`src/rtl/pdn_pkg.sv`:
```
package pdn_pkg;

  typedef enum logic [1:0] {
    PDN_RUN  = 2'd0,
    PDN_DOWN = 2'd1,
    PDN_EXIT = 2'd2
  } pdn_state_t;

  localparam int PDN_OUT_W = 3;

endpackage

```
`src/rtl/pdn_idle_timer.sv`:
```
module pdn_idle_timer #(
  parameter int PD_W = 8
) (
  input  logic            clk,
  input  logic            rst,
  input  logic            count_en,
  input  logic            idle,
  input  logic [PD_W-1:0] period,
  output logic            expire
);

  localparam logic [PD_W-1:0] ONE = PD_W'(1);

  logic [PD_W-1:0] cnt;
  logic            armed;

  // counting only makes sense with a non-zero period
  assign armed  = count_en && (period != '0);
  assign expire = armed && idle && (cnt == period - ONE);

  always_ff @(posedge clk) begin
    if (rst) begin
      cnt <= '0;
    end else if (!armed || !idle || expire) begin
      cnt <= '0;
    end else begin
      cnt <= cnt + ONE;
    end
  end

endmodule

```
`src/rtl/pdn_exit_timer.sv`:
```
module pdn_exit_timer #(
  parameter int XP_W = 4
) (
  input  logic            clk,
  input  logic            rst,
  input  logic            run,
  input  logic [XP_W-1:0] txp,
  output logic            done
);

  localparam logic [XP_W-1:0] ONE = XP_W'(1);

  logic [XP_W-1:0] cnt;

  assign done = run && (cnt == txp - ONE);

  always_ff @(posedge clk) begin
    if (rst || !run) begin
      cnt <= '0;
    end else begin
      cnt <= cnt + ONE;
    end
  end

endmodule

```
`src/rtl/pdn_edge_out.sv`:
```
module pdn_edge_out #(
  parameter int              W        = 3,
  parameter logic [W-1:0]    RST_VAL  = '0
) (
  input  logic         clk,
  input  logic         rst,
  input  logic [W-1:0] d,
  output logic [W-1:0] q
);

  // one flop per output bit, launched on the falling edge
  for (genvar i = 0; i < W; i++) begin : g_bit
    always_ff @(negedge clk) begin
      if (rst) q[i] <= RST_VAL[i];
      else     q[i] <= d[i];
    end
  end

endmodule

```
`src/rtl/pdn_ctrl.sv`:
```
module pdn_ctrl
  import pdn_pkg::*;
#(
  parameter int PD_W = 8,
  parameter int XP_W = 4
) (
  input  logic            clk,
  input  logic            rst,
  input  logic            pd_enable,
  input  logic            cmd_fifo_empty,
  input  logic            cmd_delay_done,
  input  logic            rdata_fifo_empty,
  input  logic [PD_W-1:0] pd_period,
  input  logic [XP_W-1:0] txp_cycles,
  output logic            cke,
  output logic            pwr_down,
  output logic            issue_hold
);

  // output vector order: {issue_hold, pwr_down, cke}
  localparam logic [PDN_OUT_W-1:0] OUT_RST = 3'b001;

  pdn_state_t state, state_nx;
  logic       idle;
  logic       idle_expire;
  logic       exit_done;
  logic       wake;
  logic [PDN_OUT_W-1:0] out_d, out_q;

  assign idle = cmd_fifo_empty && cmd_delay_done && rdata_fifo_empty;
  assign wake = !cmd_fifo_empty;

  pdn_idle_timer #(.PD_W(PD_W)) u_idle (
    .clk      (clk),
    .rst      (rst),
    .count_en (pd_enable && (state == PDN_RUN)),
    .idle     (idle),
    .period   (pd_period),
    .expire   (idle_expire)
  );

  pdn_exit_timer #(.XP_W(XP_W)) u_exit (
    .clk  (clk),
    .rst  (rst),
    .run  (state == PDN_EXIT),
    .txp  (txp_cycles),
    .done (exit_done)
  );

  always_comb begin
    state_nx = state;
    unique case (state)
      PDN_RUN:  if (idle_expire) state_nx = PDN_DOWN;
      PDN_DOWN: if (wake) state_nx = (txp_cycles == '0) ? PDN_RUN : PDN_EXIT;
      PDN_EXIT: if (exit_done) state_nx = PDN_RUN;
      default:  state_nx = PDN_RUN;
    endcase
  end

  always_ff @(posedge clk) begin
    if (rst) state <= PDN_RUN;
    else     state <= state_nx;
  end

  assign out_d = {(state == PDN_EXIT), (state == PDN_DOWN), (state != PDN_DOWN)};

  pdn_edge_out #(.W(PDN_OUT_W), .RST_VAL(OUT_RST)) u_out (
    .clk (clk),
    .rst (rst),
    .d   (out_d),
    .q   (out_q)
  );

  assign cke        = out_q[0];
  assign pwr_down   = out_q[1];
  assign issue_hold = out_q[2];

endmodule

```
`config.mk`:
```
export PLATFORM = sky130hd
export DESIGN_NAME = pdn_ctrl
export DESIGN_NICKNAME = d
export VERILOG_FILES = /design/src/rtl/pdn_pkg.sv /design/src/rtl/pdn_idle_timer.sv /design/src/rtl/pdn_exit_timer.sv /design/src/rtl/pdn_edge_out.sv /design/src/rtl/pdn_ctrl.sv
export SDC_FILE = /design/constraint.sdc
export NUM_CORES = 1
export LEC_CHECK = 0
export CORE_UTILIZATION = 56
export DETAILED_ROUTE_END_ITERATION = 7
export DONT_BUFFER_PORTS = 1
export PLACE_DENSITY = 0.71
export SETUP_SLACK_MARGIN = 0.02
export SYNTH_ARGS = -nofsm -noshare
export SYNTH_HDL_FRONTEND = slang
export SYNTH_SLANG_ARGS = --single-unit
export TNS_END_PERCENT = 5
```
`constraint.sdc`:
```
create_clock -name clk -period 2.15 [get_ports clk]
set_clock_uncertainty 0.05 [all_clocks]
set_input_delay 0.215 -clock clk [delete_from_list [all_inputs] [get_ports clk]]
set_output_delay 0.215 -clock clk [all_outputs]
set_load 0.01 [all_outputs]
```
==> run_results.csv <==
group,metric,value,unit
outcome,status,"finished clean",
cts,clkSinkCount,17,
detailed_routing,drc,0,
floorplan,die_height,44.5,um
floorplan,num_rows,14,
yosys,synth-async-reset-ratio,0,
worst_setup_path,endpoint_kind,"output port",
cts,clock-root-buffer,"clkbuf_4",
timing,timing.final.setup_violations,0,
global_routing,grt_antenna_before_repair,0,
cts,clk_latency,0.29,ns
global_routing,globalRouteTotalUtil,0.252,
yosys,yosys.area.top_type,"dfxtp_1",
worst_setup_path,path_class,"reg2out",
worst_setup_path,critPathLaunchType,"flop",
worst_setup_path,critPathArrivalTime,1.79,ns
power,p_sw_frac,0.253,
detailed_routing,avgRoutedWirePerCell,13.2,um
layout,fin_util,0.695,
layout,design_area,0.00111,mm^2
placement,pre_cts_ws,0.111,ns
power,switchingPower,142,uW
timing,report.final.hold_viol_count,0,
yosys,ys_warn_count,0,
floorplan,coreArea,0.00159,mm^2
yosys,synth_cells,120,
layout,fillers,139,
worst_setup_path,crit_path_max_fanout,1,
floorplan,die_x,44.5,um
floorplan,start_util,0.634,
cts,clockBufferDepth,2,
power,clock_power_share,0.333,
yosys,ys_types,30,
detailed_routing,final_antenna_net_count,0,
yosys,synth_ff_type,"dfxtp_1",
power,seqPwrFrac,0.563,
layout,finalNetCount,153,
layout,antennaDiodeCount,0,
cts,post_cts_resized,0,
timing,worst_pin_slew,0.668,ns
power,power_density,507,mW/mm^2
yosys,syn-num-nets,142,
yosys,synth.top_cell.area_share,0.337,
layout,area_delta_synth_final,9.53,%
cts,cts_setup_buffers,0,
detailed_routing,dr.pass1.iters,4,
detailed_routing,dr.first_iter.drc_count,20,
global_routing,grt_start_max_net_pins,10,
detailed_routing,wl,2030,um
placement,place.gp.congestion,0.759,
cts,clkTransAtPathRegs,0.09,ns
detailed_routing,vias,870,
cts,htree_levels,1,
placement,place_area,0.00106,mm^2
timing,drv_slew,0,
floorplan,dieArea,0.00198,mm^2
global_routing,grt_pass1_vias,899,
timing,slew_headroom,0.551,
yosys,avgSynthCellArea,8.42,um^2
timing,tns,0,ns
yosys,synth_enable_flop_cells,0,
floorplan,ioPinCount,21,
worst_hold_path,hold_path_class,"in2reg",
global_routing,grt_overflow,0,
global_routing,grt_first_pass_wirelength,3570,um
yosys,ys_seq_area_frac,0.337,
layout,drive_above_1_share,0.0769,
timing,setup_ws,0.0982,ns
power,combPwrFrac,0.103,
detailed_routing,via_per_inst,5.65,
yosys,syn_area,0.00101,mm^2
power,ir_drop,405,uV
yosys,ys_ff_latch,17,
flow_run,maxCapViolCount,0,
cts,postCtsHoldBufs,1,
placement,io_buffer_count,0,
power,internal_power,419,uW
worst_setup_path,crit_required,1.88,ns
timing,rsz0062_at_grt,"false",
power,p_leak,0.479,nW
yosys,synth_area_leaders,"dfxtp_1 (34%), xnor2_1 (9.5%), xor2_1 (8.7%), nor2_1 (5.6%), ha_1 (5.0%)",
cts,cts_tree,"yes",
cts,cts_buffers,3,
placement,dp_hpwl,1640,um
[final cells by class]
class,instances,area [um^2],share of cell area
Clock buffer,3,22.5,0.0203
Clock inverter,4,15.0,0.0136
Inverter,8,30.0,0.0271
Multi-Input combinational cell,94,637,0.575
Sequential cell,17,340,0.307
Tap cell,24,30.0,0.0271
Timing Repair Buffer,4,32.5,0.0294
[cell usage in the layout (no fill, tap or decap), drive strengths merged, types with 2 or more instances in the layout]
cell type  Yosys  layout
buf            0       3
nor4           4       4
o211ai         2       2
ha             4       4
nand4          2       2
nor3           5       5
nand2         12      12
or3            2       2
xnor2         11      11
a311o          2       2
dfxtp         17      17
inv            9      11
nor2          15      15
a31oi          2       2
nand2b         2       2
clkbuf         0       3
and3           2       2
xor2          10      10
nand3          7       7
[metrics by stage]
step           cells  hold WS, ns  power [mW]
2_1_floorplan    120        0.298       0.381
3_3_place_gp     147        0.301       0.388
3_5_place_dp     147        0.301       0.391
4_1_cts          154       0.0876       0.562
5_1_grt          154        0.125       0.585
6_report         154       0.0947       0.561
[state kept, by name, indices dropped and copies added, names as in the netlist]
name / flops
u_idle.cnt: 8
u_exit.cnt: 4
u_out.q: 3
state: 2
[final timing paths]
kind             startpoint             to  slack (ns)  depth (start not counted)
max              u_out.q[2]     issue_hold         0.1                          0
min          cmd_fifo_empty       state[1]        0.09                          2
max reg2reg        state[0]     u_out.q[2]        0.13                          2
min reg2reg   u_exit.cnt[0]  u_exit.cnt[0]        0.45                          1
[cells by family (layout without fill, tap and decap cells)]
group	count (synthesis)	after routing	share of synthesized area
adders and majority gates	4	4	0.0495
DFF	17	17	0.337
AOI/OAI and AO/OA	14	14	0.120
buffers and inverters	9	19	0.0334
and+or+nand+nor	55	55	0.278
xor gates and xnor gates	21	21	0.182
[metal layers]
layer / GRT usage / up-vias / routed length (um)
li1: - / 442 / -
met1: 0.314 / 398 / 962
met2: 0.406 / 25 / 933
met3: 0.0490 / 5 / 85
met4: 0.139 / 0 / 44
met5: 0 / - / 0
[cell usage after synthesis (3+ instances only)]
cell / number
dfxtp_1: 17
nor4_1: 3
nor3_1: 5
xnor2_1: 11
xor2_1: 10
nor2_1: 15
nand3_1: 7
ha_1: 4
inv_1: 9
nand2_1: 12
[power by group through the flow]
stage	registers (mW)	logic (mW)	clock network (mW)
3_3_place_gp	0.323	0.0540	0.0116
2_1_floorplan	0.323	0.0472	0.0116
3_5_place_dp	0.323	0.0562	0.0116
4_1_cts	0.316	0.0581	0.188
6_report	0.316	0.0580	0.187
5_1_grt	0.316	0.0650	0.204
No activity file was read; power rests on OpenSTA's default activity.
